### config.mk
export PLATFORM = sky130hd
export DESIGN_NAME = spiq_master
export DESIGN_NICKNAME = d
export VERILOG_FILES = /design/src/rtl/spiq_pkg.sv /design/src/rtl/spiq_fifo.sv /design/src/rtl/spiq_engine.sv /design/src/rtl/spiq_master.sv
export SDC_FILE = /design/constraint.sdc
export NUM_CORES = 1
export LEC_CHECK = 0
export ABC_AREA = 1
export BUFFER_PORTS_ARGS = -buffer_cell sky130_fd_sc_hd__buf_2
export CAP_MARGIN = 25
export CORE_MARGIN = 1
export CORE_UTILIZATION = 40
export CTS_BUF_LIST = sky130_fd_sc_hd__clkbuf_4 sky130_fd_sc_hd__clkbuf_8
export CTS_CLUSTER_DIAMETER = 100
export DETAILED_ROUTE_END_ITERATION = 16
export SLEW_MARGIN = 0
export SYNTH_ARGS = -nofsm -noshare
export SYNTH_HDL_FRONTEND = slang
export SYNTH_SLANG_ARGS = --single-unit
### constraint.sdc
create_clock -name clk -period 8.8 [get_ports clk]
set_input_delay 0.44 -clock clk [delete_from_list [all_inputs] [get_ports clk]]
set_output_delay 0.44 -clock clk [all_outputs]
set_load 0.1 [all_outputs]
### src/rtl/spiq_pkg.sv
package spiq_pkg;
    localparam int DATA_W   = 16;
    localparam int CS_W     = 8;
    localparam int SEL_W    = 2;
    localparam int N_PRESET = 4;
    localparam int FS_W     = 4;
    localparam int DIV_W    = 4;
    localparam int ATTR_W   = FS_W + 2 + DIV_W;
    localparam int ENTRY_W  = 2 + SEL_W + CS_W + DATA_W;

    typedef struct packed {
        logic              last;
        logic              cont;
        logic [SEL_W-1:0]  sel;
        logic [CS_W-1:0]   cs;
        logic [DATA_W-1:0] data;
    } entry_t;

    typedef struct packed {
        logic [DIV_W-1:0] div;
        logic             cpha;
        logic             cpol;
        logic [FS_W-1:0]  fsz;
    } attr_t;

    typedef enum logic [1:0] {
        ST_IDLE  = 2'd0,
        ST_SETUP = 2'd1,
        ST_SHIFT = 2'd2,
        ST_HOLD  = 2'd3
    } state_t;
endpackage

### src/rtl/spiq_fifo.sv
module spiq_fifo #(
    parameter int W     = 16,
    parameter int DEPTH = 4
) (
    input  logic         clk,
    input  logic         rst_n,
    input  logic         push_i,
    input  logic [W-1:0] wdata_i,
    input  logic         pop_i,
    output logic [W-1:0] rdata_o,
    output logic         full_o,
    output logic         empty_o
);
    localparam int AW = (DEPTH > 1) ? $clog2(DEPTH) : 1;
    localparam int CW = $clog2(DEPTH + 1);

    logic [W-1:0]  mem [DEPTH];
    logic [AW-1:0] wp, rp;
    logic [CW-1:0] cnt;
    logic          do_push, do_pop;

    assign full_o  = (cnt == CW'(DEPTH));
    assign empty_o = (cnt == '0);
    assign do_push = push_i && !full_o;
    assign do_pop  = pop_i && !empty_o;
    assign rdata_o = mem[rp];

    always_ff @(posedge clk) begin
        if (do_push) mem[wp] <= wdata_i;
    end

    always_ff @(posedge clk or negedge rst_n) begin
        if (!rst_n) begin
            wp  <= '0;
            rp  <= '0;
            cnt <= '0;
        end else begin
            if (do_push) wp <= (wp == AW'(DEPTH - 1)) ? '0 : wp + AW'(1);
            if (do_pop)  rp <= (rp == AW'(DEPTH - 1)) ? '0 : rp + AW'(1);
            cnt <= cnt + CW'(do_push) - CW'(do_pop);
        end
    end

    // a push into a full FIFO leaves the occupancy unchanged
    p_no_overflow_r3: assert property (@(posedge clk) disable iff (!rst_n)
        (push_i && full_o && !pop_i) |=> (cnt == $past(cnt)));

    // a pop from an empty FIFO leaves the occupancy unchanged
    p_no_underflow_r4: assert property (@(posedge clk) disable iff (!rst_n)
        (pop_i && empty_o && !push_i) |=> (cnt == $past(cnt)));
endmodule

### src/rtl/spiq_engine.sv
module spiq_engine
    import spiq_pkg::*;
#(
    parameter int DW = DATA_W,
    parameter int CW = CS_W,
    parameter int NP = N_PRESET
) (
    input  logic               clk,
    input  logic               rst_n,
    input  entry_t             head_i,
    input  logic               tx_empty_i,
    output logic               tx_pop_o,
    input  logic               rx_full_i,
    output logic               rx_wr_o,
    output logic [DW-1:0]      rx_wdata_o,
    input  logic [NP*ATTR_W-1:0] preset_i,
    input  logic               strobe_mode_i,
    input  logic               miso_i,
    output logic               sck_o,
    output logic               mosi_o,
    output logic [CW-1:0]      cs_n_o,
    output logic               eot_o
);
    localparam int NW = $clog2(DW) + 1;
    localparam int EW = NW + 1;

    state_t            st, nxt;
    attr_t             presets [NP];
    attr_t             pa;
    logic [DIV_W-1:0]  cnt, div_q;
    logic [EW-1:0]     edge_q;
    logic [NW-1:0]     n_q, n_new;
    logic [DW-1:0]     txsr, rxsr;
    logic [CW-1:0]     cs_q;
    logic              cont_q, last_q, cpol_q, cpha_q, tog;
    logic              half_done, fin_edges, start_go, chain_go, load, finish;
    logic              do_edge, lead, sample, shift, active;

    always_comb begin
        for (int k = 0; k < NP; k++) presets[k] = attr_t'(preset_i[k*ATTR_W +: ATTR_W]);
    end

    assign pa        = presets[head_i.sel];
    assign n_new     = (pa.fsz < FS_W'(3)) ? NW'(4) : NW'(pa.fsz) + NW'(1);
    assign half_done = (cnt == div_q);
    assign fin_edges = (edge_q == {n_q, 1'b0});
    assign start_go  = (st == ST_IDLE) && !tx_empty_i && !rx_full_i;
    assign chain_go  = (st == ST_HOLD) && half_done && cont_q && !tx_empty_i
                       && !rx_full_i && (head_i.cs == cs_q);
    assign load      = start_go || chain_go;
    assign finish    = (st == ST_SHIFT) && half_done && fin_edges;
    assign do_edge   = half_done && ((st == ST_SETUP) || ((st == ST_SHIFT) && !fin_edges));
    assign lead      = !edge_q[0];
    assign sample    = do_edge && (lead ^ cpha_q);
    assign shift     = do_edge && (cpha_q ? (lead && (edge_q != '0)) : !lead);

    // state transitions
    always_comb begin
        nxt = st;
        unique case (st)
            ST_IDLE:  if (start_go)  nxt = ST_SETUP;
            ST_SETUP: if (half_done) nxt = ST_SHIFT;
            ST_SHIFT: if (finish)    nxt = ST_HOLD;
            ST_HOLD:  if (half_done) nxt = chain_go ? ST_SETUP : ST_IDLE;
        endcase
    end

    always_ff @(posedge clk or negedge rst_n) begin
        if (!rst_n) st <= ST_IDLE;
        else        st <= nxt;
    end

    // frame datapath
    always_ff @(posedge clk or negedge rst_n) begin
        if (!rst_n) begin
            cnt <= '0; div_q <= '0; edge_q <= '0; n_q <= NW'(4);
            txsr <= '0; rxsr <= '0; cs_q <= '0;
            cont_q <= 1'b0; last_q <= 1'b0; cpol_q <= 1'b0; cpha_q <= 1'b0; tog <= 1'b0;
        end else if (load) begin
            cnt    <= '0;
            div_q  <= pa.div;
            edge_q <= '0;
            n_q    <= n_new;
            txsr   <= head_i.data << (NW'(DW) - n_new);
            rxsr   <= '0;
            cs_q   <= head_i.cs;
            cont_q <= head_i.cont;
            last_q <= head_i.last;
            cpol_q <= pa.cpol;
            cpha_q <= pa.cpha;
            tog    <= 1'b0;
        end else if (st != ST_IDLE) begin
            cnt <= half_done ? '0 : cnt + DIV_W'(1);
            if (do_edge) begin
                tog    <= ~tog;
                edge_q <= edge_q + EW'(1);
            end
            if (sample) rxsr <= {rxsr[DW-2:0], miso_i};
            if (shift)  txsr <= {txsr[DW-2:0], 1'b0};
        end
    end

    // outputs
    always_comb begin
        active     = (st != ST_IDLE);
        sck_o      = cpol_q ^ tog;
        mosi_o     = txsr[DW-1];
        cs_n_o     = ~(cs_q & {CW{active}});
        if (strobe_mode_i) cs_n_o[CW-1] = (st != ST_SHIFT);
        tx_pop_o   = load;
        rx_wr_o    = finish;
        rx_wdata_o = rxsr;
        eot_o      = finish && last_q;
    end

    // the strobe line is active only while the other lines are stable
    p_strobe_settled_r9: assert property (@(posedge clk) disable iff (!rst_n)
        (strobe_mode_i && !cs_n_o[CW-1]) |-> $stable(cs_n_o[CW-2:0]));

    // no frame begins while the receive FIFO is full
    p_no_start_full_r11: assert property (@(posedge clk) disable iff (!rst_n)
        (st == ST_IDLE && rx_full_i) |=> (st == ST_IDLE));

    // clock rests at the frame polarity when idle
    p_sck_rest_r5: assert property (@(posedge clk) disable iff (!rst_n)
        (st == ST_IDLE) |-> (sck_o == cpol_q));

    // one receive write per frame
    p_one_write_r4: assert property (@(posedge clk) disable iff (!rst_n)
        rx_wr_o |=> !rx_wr_o);

    // chaining keeps chip select unchanged
    p_cs_held_r8: assert property (@(posedge clk) disable iff (!rst_n)
        (!strobe_mode_i && chain_go) |=> (cs_n_o == $past(cs_n_o)));
endmodule

### src/rtl/spiq_master.sv
module spiq_master
    import spiq_pkg::*;
#(
    parameter int FIFO_DEPTH = 4
) (
    input  logic                       clk,
    input  logic                       rst_n,
    input  logic                       tx_push_i,
    input  logic [ENTRY_W-1:0]         tx_entry_i,
    output logic                       tx_req_o,
    input  logic                       rx_pop_i,
    output logic [DATA_W-1:0]          rx_data_o,
    output logic                       rx_req_o,
    input  logic [N_PRESET*ATTR_W-1:0] preset_i,
    input  logic                       strobe_mode_i,
    output logic                       sck_o,
    output logic                       mosi_o,
    input  logic                       miso_i,
    output logic [CS_W-1:0]            cs_n_o,
    output logic                       eot_o
);
    logic [ENTRY_W-1:0] head_raw;
    logic               tx_full, tx_empty, tx_pop;
    logic               rx_full, rx_empty, rx_wr;
    logic [DATA_W-1:0]  rx_wdata;

    spiq_fifo #(.W(ENTRY_W), .DEPTH(FIFO_DEPTH)) u_txq (
        .clk(clk), .rst_n(rst_n), .push_i(tx_push_i), .wdata_i(tx_entry_i),
        .pop_i(tx_pop), .rdata_o(head_raw), .full_o(tx_full), .empty_o(tx_empty));

    spiq_fifo #(.W(DATA_W), .DEPTH(FIFO_DEPTH)) u_rxq (
        .clk(clk), .rst_n(rst_n), .push_i(rx_wr), .wdata_i(rx_wdata),
        .pop_i(rx_pop_i), .rdata_o(rx_data_o), .full_o(rx_full), .empty_o(rx_empty));

    spiq_engine u_eng (
        .clk(clk), .rst_n(rst_n), .head_i(entry_t'(head_raw)), .tx_empty_i(tx_empty),
        .tx_pop_o(tx_pop), .rx_full_i(rx_full), .rx_wr_o(rx_wr), .rx_wdata_o(rx_wdata),
        .preset_i(preset_i), .strobe_mode_i(strobe_mode_i), .miso_i(miso_i),
        .sck_o(sck_o), .mosi_o(mosi_o), .cs_n_o(cs_n_o), .eot_o(eot_o));

    assign tx_req_o = !tx_full;
    assign rx_req_o = !rx_empty;
endmodule

Word level (Yosys, flattened, before mapping):

Memories as Yosys holds them, arrays and structs flattened.
Index checks and enable logic that the tools add are counted.

* bits of input ports: 74
* memory bits (writable): 176
* output and inout port bits: 29
* memories kept: 2
* bits in registers: 80
* logic and storage cells: 134

Memories
* u_txq.mem: words 4, bits a word 28, rd ports 1, clocked after memory_dff 0, wr ports 1, RTL line spiq_fifo.sv:17 `logic [W-1:0] mem [DEPTH];`
* u_rxq.mem: words 4, bits a word 16, rd ports 1, clocked after memory_dff 0, wr ports 1, RTL line spiq_fifo.sv:17

* $lt $le $gt $ge: 2
* equal/unequal tests: 17
* shift operators: 1
* bitwise operators: 6
* reduce and logical (&&, ||, !) cells: 40
* $add $sub $neg: 12
* muxes and demuxes: 35

Operators with widths (number)
* 16-bit two-way mux: 6
* 10-bit binary-select mux with 2-bit select: 1
* 10-bit two-way mux: 2
* 1-bit logical AND: 19
* 6-bit two-way mux: 3
* 2-bit two-way mux: 8
* 16-bit by 5-bit << shifter with 16-bit output: 1
* 2-bit equality test, second input constant: 6
* 4-bit two-way mux: 3
* 1-bit two-way mux: 10
* 2-bit nonzero test: 5
* 2-bit by 1-bit adder with 2-bit output, second input constant: 4
* 8-bit bitwise AND: 1
* 8-bit equality test: 1
* 2-bit by 1-bit inequality test with 1-bit output, second input constant: 4
* 8-bit inverter: 1
* 2-bit one-hot mux with 4 select lines: 1
* 3-bit by 1-bit adder with 3-bit output: 2
* 6-bit by 1-bit adder with 6-bit output, second input constant: 1
* 3-bit equality test, second input constant: 2
* 6-bit equality test: 1
* 1-bit zero test: 6
* 3-bit zero test: 2
* 2-bit AND reduction: 3
* 17 further kinds: 20

Logic depth before layout (Yosys ltp):

Gate-level depths: netlist of run 1.
An unclocked memory read counts as a cell.

* depth in word-level cells: 10
* mapped depth: 22
* depth with buffers taken out: 21

By module:

A second synthesis of run 1 with hierarchy kept.

* cell total of the unflattened synthesis: 1257
* area, all modules: 12719.7 um^2

By module, submodules not included
* spiq_fifo (u_txq): cells an instance 384, area an instance 5073.6 um^2, sequential area each 3538.4 um^2, instances 1
* spiq_engine: cells an instance 627, area an instance 4411.7 um^2, sequential area each 1652.8 um^2, instances 1
* spiq_fifo (u_rxq): cells an instance 244, area an instance 3226.8 um^2, sequential area each 2097.0 um^2, instances 1
* spiq_master: cells an instance 2, area an instance 7.5 um^2, sequential area each 0.0 um^2, instances 1

Worst setup path after synthesis of run 1:

OpenSTA, ideal clock, no wires.

* path kind: register -> register
* start: register u_txq.cnt[1]
* end: memory u_txq.mem[0][0] (netlist name), enable pin
* clock period less this slack: 3.048 ns
* setup slack: 5.752 ns
* stages on the path, launching flop included: 5
* buffers on the path: 0
* setup time: 0.413 ns
* required time: 8.387 ns
* data arrival time: 2.635 ns
* cell sequence: dfrtp_1 nor2_1 nand2_1 nand2_1 nor2_1

* longest elaborated chain between the ends: 5

RTL lines
* start: declaration: RTL line spiq_fifo.sv:19 `logic [CW-1:0] cnt;`
* start signal: assignment: RTL line spiq_fifo.sv:40 `cnt <= cnt + CW'(do_push) - CW'(do_pop);`
* 3-bit equality test: RTL line spiq_fifo.sv:22 `assign full_o = (cnt == CW'(DEPTH));`
* 1-bit zero test
* via tx_req_o: RTL line spiq_master.sv:10 `output logic tx_req_o,`
* 1-bit logical AND: RTL line spiq_fifo.sv:24 `assign do_push = push_i && !full_o;`
* 1-bit two-way mux: RTL line spiq_fifo.sv:29 `if (do_push) mem[wp] <= wdata_i;`
* 1-bit two-way mux (not written as such): RTL line spiq_fifo.sv:29
* end: declaration: RTL line spiq_fifo.sv:17

The timed path passes the listed nets, and every way through them passes these cells.

Final worst setup path of run 1:

* start: register u_txq.rp[1]
* end: register u_eng.txsr[15]

* longest elaborated chain between the ends: 10
* elaborated cells on any way between the ends: 17
* those cells by class: add/sub (2); order compare (1); eq/ne (1); shift (1); mux (5); bitwise (1); reduce/logical (5); memory (1)

RTL lines
* start: declaration: RTL line spiq_fifo.sv:18 `logic [AW-1:0] wp, rp;`
* start signal: assignment: RTL line spiq_fifo.sv:39 `if (do_pop) rp <= (rp == AW'(DEPTH - 1)) ? '0 : rp + AW'(1);`
* memory 4 x 28 bit *
* 2-bit inverter with 3-bit output (not written as such): RTL line spiq_engine.sv:43 `assign pa = presets[head_i.sel];`
* 10-bit binary-select mux with 2-bit select: RTL line spiq_engine.sv:43
* 10-bit two-way mux (not written as such) (2 in series): RTL line spiq_engine.sv:43
* 4-bit by 1-bit adder with 5-bit output or 4-bit by 2-bit less-than comparator with 1-bit output (tied branches): RTL line spiq_engine.sv:44 `assign n_new = (pa.fsz < FS_W'(3)) ? NW'(4) : NW'(pa.fsz) + NW'(1);`
* 5-bit two-way mux: RTL line spiq_engine.sv:44
* 5-bit subtractor: RTL line spiq_engine.sv:84 `txsr <= head_i.data << (NW'(DW) - n_new);`
* 16-bit by 5-bit << shifter with 16-bit output: RTL line spiq_engine.sv:84
* 16-bit two-way mux: RTL line spiq_engine.sv:79 `end else if (load) begin`
* end signal: assignment: RTL line spiq_engine.sv:84
* end signal: assignment: RTL line spiq_engine.sv:99 `if (shift) txsr <= {txsr[DW-2:0], 1'b0};`
* end: declaration: RTL line spiq_engine.sv:33 `logic [DW-1:0] txsr, rxsr;`

Mark *: on every way between the ends. The rest lies on a longest branch, timed or not. The select of a mux whose other input is x is not followed.
A chain may end at the register's enable or synchronous reset.

==> summary.txt, run 1 <==
Run status
  • Status: finished clean

Synth
  • Area of the mapped netlist: 12070 um2
  • Fraction of registers with async set/reset: 31.25%
  • Post-Syn Instances: 1243
  • Post-Syn Nets: 1341
  • Yosys warns: 0
  • Yosys top cell area share: 43.78%
  • Yosys cell types: 46
  • Synth area leader: edfxtp_1
  • Post-Syn Area per Cell: 9.713 um2
  • Count of flip-flops with a built-in enable after synthesis: 176
  • Main synth FF type: edfxtp_1
  • Synthesized flop and latch total: 256
  • Area contributors post-synth: edfxtp_1 44%, dfrtp_1 16%, nand2_1 9.1%, nand3_1 5.2%, o21ai_0 4.6%
  • Register area share after synthesis: 60.37%

Clocking
  • Clk root buf: clkbuf_8
  • Clk Latency, worst-skew pair: 540 ps
  • Setup bufs post-CTS: 0
  • H-tree levels: 2
  • Clock transition at path regs: 60 ps
  • Clock sinks: 256
  • Hold_buf cts: 1
  • CTS tree: done
  • Number of buffers created by CTS: 41
  • Gates resized, CTS repair: 0
  • Max clock buf depth: 3

Placement
  • DPL Wire Length: 16880 um
  • Dpl ws: 4355 ps
  • Routability congestion estimate: 0.8302
  • # port buffers: 102
  • Inst Count DP: 1690

Floorplan
  • Num rows: 63
  • Full die area: 30880 um2
  • Initial Util: 40.73%
  • Die height: 175.7 um
  • Die W: 175.7 um
  • I/O pin count: 103
  • Core area: 29640 um2

GRT
  • Pin count of the biggest net entering global routing: 68
  • Vias in the first global route: 8382
  • GRT Overall Usage: 17.21%
  • First-pass GRT wire length: 42410 um
  • Initial antenna violation count: 1
  • Total gr overflow: 0

Critical path
  • Crit path required time: 9250 ps
  • Setup CP Type: reg2reg
  • Critical Path AT: 4950 ps
  • Worst Setup Start Kind: flop
  • Critical path peak fanout: 24
  • CP endpoint kind: flop

STA
  • Least-Margin Pin Slew: 951.5 ps
  • Hold Vio Cnt, Final: 0
  • Post-route worst setup slack: 4305 ps
  • RSZ-0062 raised after global routing: false
  • Fin crit period: 4495 ps
  • Slew Limit Fails: 0
  • Setup Skew: 26.96 ps
  • Fin crit share: 51.08%
  • Max Freq: 222.5 MHz
  • # setup viols final: 0
  • Max_slew headroom: 36.50%
  • Fin Setup TNS: 0 ps

Cells and area
  • Commonest non-fill, non-tap cell in the layout: nand2_1
  • Antenna diodes: 0
  • Nets: 1443
  • Syn-to-layout area delta: 14.07%
  • Register area: 7289 um2
  • Final non-filler cell total: 1766
  • # fillers: 2831
  • Fraction of layout cells with a size suffix above 1: 16.42%
  • Area of the multi-input gates: 4146 um2
  • Most frequent cells in the layout: 294 x nand2_1, 176 x edfxtp_1, 126 x nand3_1, 124 x nor2_1, 110 x o21ai_0

Routing
  • Via/cell ratio: 5.011
  • DRT iter0 DRCs: 590
  • DR pass1 iterations: 5
  • Routed wire per std cell: 14.91 um
  • Via count: 8849
  • Total wire length: 26320 um
  • Routed Antenna Nets: 0
  • DRC violation count after routing: 0

Run
  • Maxcap violations: 0

Worst hold path
  • Worst hold path class: in2reg
-- metrics by stage --
step | util [%] | hold slack, ps | area [um2]
floorplan | - | 144.4 | 12070
global placement | 43.46 | 223.7 | 12880
detailed placement | 43.56 | 224.5 | 12910
CTS | 46.40 | 81.13 | 13750
global route | 46.47 | 88.19 | 13770
finish | 46.47 | 111.0 | 13770
-- cell families after synthesis --
kind of cell             count (synthesis)  synth area share [%]
AND/OR/NAND/NOR                        595                 21.29
adder cells (fa/ha/maj)                 24                 2.612
AO/OA/AOI/OAI                          200                 9.265
XOR/XNOR                                14                 1.016
flip-flops                             256                 60.37
buffers and inverters                  154                 5.451
-- per-layer routing --
metal / share of wire, % / track usage (%)
met2: 47 / 28.31
met4: 2.1 / 5.507
met1: 46 / 23.11
met3: 4.8 / 2.922
met5: 0.049 / 0
-- critical path, cell delays in order (launching register included) --
cell and delay [ps]:
dfrtp_1 710, inv_1 680, nand3_1 500, nand2_2 490
nand2_1 90, nand3_1 80, nand2_1 140, ha_1 270
inv_1 150, nand3_4 220, nand2_2 340, nand2_1 120
nand3_1 140, nand3_1 140, nand3_1 110, nand3_1 90
a21oi_1 140
-- final timing paths --
path / from / to / slack, ps / depth (start not counted)
max in group asynchronous: rst_n / u_eng.rx_wdata_o[14]$_DFFE_PN0P_ / 7770 / 4
setup reg to reg: u_txq.rp[1]$_DFFE_PN0P_ / u_eng.txsr[15]$_DFFE_PN0P_ / 4300 / 16
min in group asynchronous: rst_n / u_txq.wp[0]$_DFFE_PN0P_ / 220 / 2
hold / removal: tx_entry_i[19] / u_txq.mem[2][19]$_DFFE_PP_ / 110 / 1
setup / recovery: u_txq.rp[1]$_DFFE_PN0P_ / u_eng.txsr[15]$_DFFE_PN0P_ / 4300 / 16
hold reg to reg: u_eng.div_q[0]$_DFFE_PN0N_ / u_eng.div_q[0]$_DFFE_PN0N_ / 490 / 2
-- synthesized netlist by cell type (all sizes together), types with 2 or more instances --
| library cell | n |
|---|---|
| inv | 98 |
| edfxtp | 176 |
| nand3b | 10 |
| nor2 | 133 |
| buf | 27 |
| o22ai | 31 |
| dfrtp | 79 |
| clkbuf | 29 |
| a31oi | 3 |
| a32o | 2 |
| nand2 | 306 |
| xnor2 | 4 |
| fa | 2 |
| ha | 22 |
| nor3 | 5 |
| o21ai | 118 |
| nand3 | 130 |
| or2 | 7 |
| a32oi | 7 |
| a21oi | 33 |
| xor2 | 10 |
-- state kept, by name, summed over array words and instances (netlist names) --
register and count:
u_eng.cpha_q 1, u_txq.cnt 3, u_eng.txsr 16, u_eng.last_q 1
u_eng.edge_q 6, u_eng.rx_wdata_o 16, u_rxq.mem 64, u_rxq.rp 2
u_eng.st 2, u_rxq.cnt 3, u_rxq.wp 2, u_eng.div_q 4
u_txq.mem 112, u_eng.tog 1, u_eng.cpol_q 1, u_eng.n_q 5
u_txq.wp 2, u_txq.rp 2, u_eng.cs_q 8, u_eng.cont_q 1
u_eng.cnt 4
-- layout make-up --
| cell class | instances | share of cell area [%] |
|---|---|---|
| sequential | 256 | 52.93 |
| multi-input combinational | 833 | 30.11 |
| clock buffer | 64 | 5.533 |
| timing repair buffer | 115 | 4.688 |
| tap | 390 | 3.543 |
| inverter | 98 | 2.689 |
| clock inverter | 10 | 0.5088 |
Power of run 1 is not shown: default switching activity piles up to over one toggle a cycle in this logic, so the estimate is an artifact.
==> inputs of run 2 (changes only) <==
ABC_AREA = 0   (was 1)
clock period = 3.8 ns   (was 8.8 ns; I/O delays follow)
==> run 2 against run 1 <==
  * Final area down 0.43%
  * Die area down 4.3%
  * Cell count down 23%
  * Worst hold slack worse by 70 ps
  * Maximum frequency up 26%
  * Sequential share of layout area up 0.23 points
  * Core utilization up 2.4 points
  * Register-to-register slack worse by 4100 ps
  * Highest routed layer is now met4
  * Critical endpoint is now u_eng.txsr[14]$_DFFE_PN0P_
  * Via count down 24%
  * Wire length down 12%
==> summary.txt, run 2 <==
Run status
  • Status: finished clean

Run
  • Maxcap violations: 0

Critical path
  • CP max-delay cell: mux4_2
  • Crit path required time: 4180 ps
  • Worst reg2reg startpoint: u_txq.rp[1]$_DFFE_PN0P_
  • R2r worst-path depth: 12
  • CP peak stage delay: 610 ps
  • CP cell instances: mux4_2 -> mux2i_1 -> mux2_2 -> inv_1 -> ha_1 -> nor2_1 -> mux2i_1 -> mux2i_4 -> buf_4 -> mux2_2 -> a22oi_1 -> o21ai_1
  • Reg2reg end: u_eng.txsr[14]$_DFFE_PN0P_
  • Worst Setup Start Kind: flop
  • Critical Path Sink: u_eng.txsr[14]$_DFFE_PN0P_
  • Critical path origin: u_txq.rp[1]$_DFFE_PN0P_
  • CP endpoint kind: flop
  • Setup CP Type: reg2reg
  • Crit. path cell count: 12
  • Crit-path leading delay family: multiplexers
  • Reg2Reg Setup Slack: 220 ps
  • Critical path peak fanout: 22
  • Crit path buf inv count: 2
  • Critical Path AT: 3960 ps

Synth
  • Yosys top cell area share: 45.78%
  • Most common cell in the netlist: edfxtp_1
  • Yosys warns: 0
  • Post-Syn Nets: 881
  • Synth Area in XOR/XNOR: 2.428%
  • Mux cell area share after synthesis: 16.77%
  • Simple-Gate Fraction of Synth Area: 7.923%
  • Area contributors post-synth: edfxtp_1 46%, dfrtp_1 17%, mux4_2 9.6%, mux2i_1 4.2%, ha_1 2.4%
  • Synthesized-area fraction occupied by adder cells: 2.731%
  • Post-Syn Area per Cell: 14.74 um2
  • Post-Syn Instances: 783
  • Main synth FF type: edfxtp_1
  • Synth Area in Compound Gates: 4.650%
  • Register area share after synthesis: 63.14%
  • Fraction of registers with async set/reset: 31.25%
  • Synthesized flop and latch total: 256
  • Area of the mapped netlist: 11540 um2
  • Largest family of logic cells by synthesized area: multiplexers
  • Yosys cell types: 60
  • Synth area leader: edfxtp_1
  • Synth top cells by count: 176 x edfxtp_1, 79 x dfrtp_1, 69 x nor2_1, 65 x nand2_1
  • Count of flip-flops with a built-in enable after synthesis: 176

Routing
  • Routed Antenna Nets: 0
  • Total wire length: 23040 um
  • Via/cell ratio: 4.958
  • DRC violation count after routing: 0
  • Routed wire per std cell: 16.93 um
  • DRT iter0 DRCs: 390
  • DR pass1 iterations: 4
  • Via count: 6748

Clocking
  • Clk Latency, worst-skew pair: 550 ps
  • Clk root buf: clkbuf_8
  • Clock sinks: 256
  • Number of buffers created by CTS: 43
  • Hold_buf cts: 30
  • Clock transition at path regs: 60 ps
  • Max clock buf depth: 3
  • Gates resized, CTS repair: 0
  • H-tree levels: 2
  • CTS tree: done
  • Setup bufs post-CTS: 0

Worst hold path
  • Worst hold path class: in2reg

Placement
  • DPL Wire Length: 15370 um
  • # port buffers: 102
  • Routability congestion estimate: 0.8134
  • Inst Count DP: 1252

Cells and area
  • Largest regs: u_txq.mem: 112 flops, u_rxq.mem: 64 flops
  • Commonest non-fill, non-tap cell in the layout: edfxtp_1
  • Biggest register: u_txq.mem
  • Nets: 1047
  • Most frequent cells in the layout: 176 x edfxtp_1, 101 x buf_2, 78 x dfrtp_1, 69 x nor2_1, 65 x nand2_1
  • # fillers: 2503
  • Area of the multi-input gates: 4008 um2
  • Antenna diodes: 0
  • Syn-to-layout area delta: 18.80%
  • Final non-filler cell total: 1361
  • Largest register FFs: 112
  • Fraction of layout cells with a size suffix above 1: 29.60%
  • Register area: 7289 um2

Floorplan
  • Core area: 28090 um2
  • I/O pin count: 103
  • Num rows: 61
  • Initial Util: 41.10%
  • Die height: 171.9 um
  • Full die area: 29540 um2
  • Die W: 171.9 um

GRT
  • Initial antenna violation count: 0
  • Vias in the first global route: 7069
  • Total gr overflow: 0
  • First-pass GRT wire length: 36910 um
  • Pin count of the biggest net entering global routing: 53
  • GRT Overall Usage: 16.22%

Power and ir drop
  • Leak: 0.005323 uW
  • PwrDens: 910.2 nW/um2
  • Peak VDD IR: 382.8 uV

STA
  • # setup viols final: 0
  • Fin crit share: 94.17%
  • RSZ-0062 raised after global routing: false
  • Fin Setup TNS: 0 ps
  • Slew Limit Fails: 0
  • Max Freq: 279.5 MHz
  • Max_slew headroom: 46.52%
  • Hold Vio Cnt, Final: 0
  • Setup Skew: 48.29 ps
  • Least-Margin Pin Slew: 802.2 ps
  • Fin crit period: 3578 ps
run 2: cell types whose count changed in the layout (fill, tap and decap cells not counted), sizes merged, moves of 12 or more:
cell,delta
mux2i,+50
xnor2,+22
o21ai,-79
mux2,+27
buf,+13
nand2,-240
nand2b,+12
inv,-76
o22ai,-29
dlygate4sd3,+29
mux4,+49
nand3,-114
nor2,-63
run 2: worst min path at each step:
stage / from / endpoint / slack (ps) / cells past startpoint
6_report: rx_pop_i / u_rxq.rp[0]$_DFFE_PN0P_ / 40 / 3
4_1_cts: rx_pop_i / u_rxq.rp[0]$_DFFE_PN0P_ / 20 / 3
2_1_floorplan: rst_n / u_eng.cnt[0]$_DFFE_PN0P_ / -110 / 0
3_5_place_dp: rst_n / u_txq.wp[0]$_DFFE_PN0P_ / 300 / 1
3_3_place_gp: rst_n / u_txq.wp[0]$_DFFE_PN0P_ / 290 / 1
5_1_grt: preset_i[19] / u_eng.div_q[3]$_DFFE_PN0N_ / 50 / 4
run 2: cell families after synthesis:
kind of cell / count (synthesis)
DFF: 256
and+or+nand+nor: 200
muxes: 126
AOI/OAI and AO/OA: 88
buffers and inverters: 57
xor gates and xnor gates: 32
adders and majority gates: 24
run 2: metal layers:
layer  track usage (%)  vias up  routed length, um
met1             21.89     3304              10760
met3             3.067       35                966
met4             4.579        0                413
met5                 0        -                  0
met2             26.72      157              10900
li1                  -     3252                  -
run 2: report_power, final:
| part | switching [uW] | internal, uW | total [uW] |
|---|---|---|---|
| sequential | 365 | 3590 | 3950 |
| clock | 1080 | 1340 | 2410 |
| combinational | 3830 | 2280 | 6120 |
run 2: worst register-to-register path, stage by stage, from the launching register on:
cell     delay (ps)
dfrtp_1         370
mux4_2          610
mux2i_1         160
mux2_2          310
inv_1           150
ha_1            290
nor2_1          300
mux2i_1         170
mux2i_4         150
buf_4           290
mux2_2          390
a22oi_1         160
o21ai_1          80
run 2: cell type report:
type                       count  area share [%]
clock inverter                18          0.8029
clock buffer                  61           5.438
tap                          378           3.449
multi-input combinational    470           29.22
sequential                   256           53.16
timing repair buffer         157           7.354
inverter                      21          0.5748
run 2: metrics by stage:
step	total power, uW	setup WS [ps]	instance area (um2)	hold slack, ps	utilization, %
floorplan	8903	252.9	11540	-105.6	-
global placement	10080	376.7	12540	290.6	44.65
detailed placement	10160	289.3	12560	303.7	44.71
CTS	12640	254.3	13710	22.07	48.82
global route	13270	37.47	13710	50.67	48.82
finish	12480	221.6	13710	41.05	48.82
No activity file was read; power rests on OpenSTA's default activity.
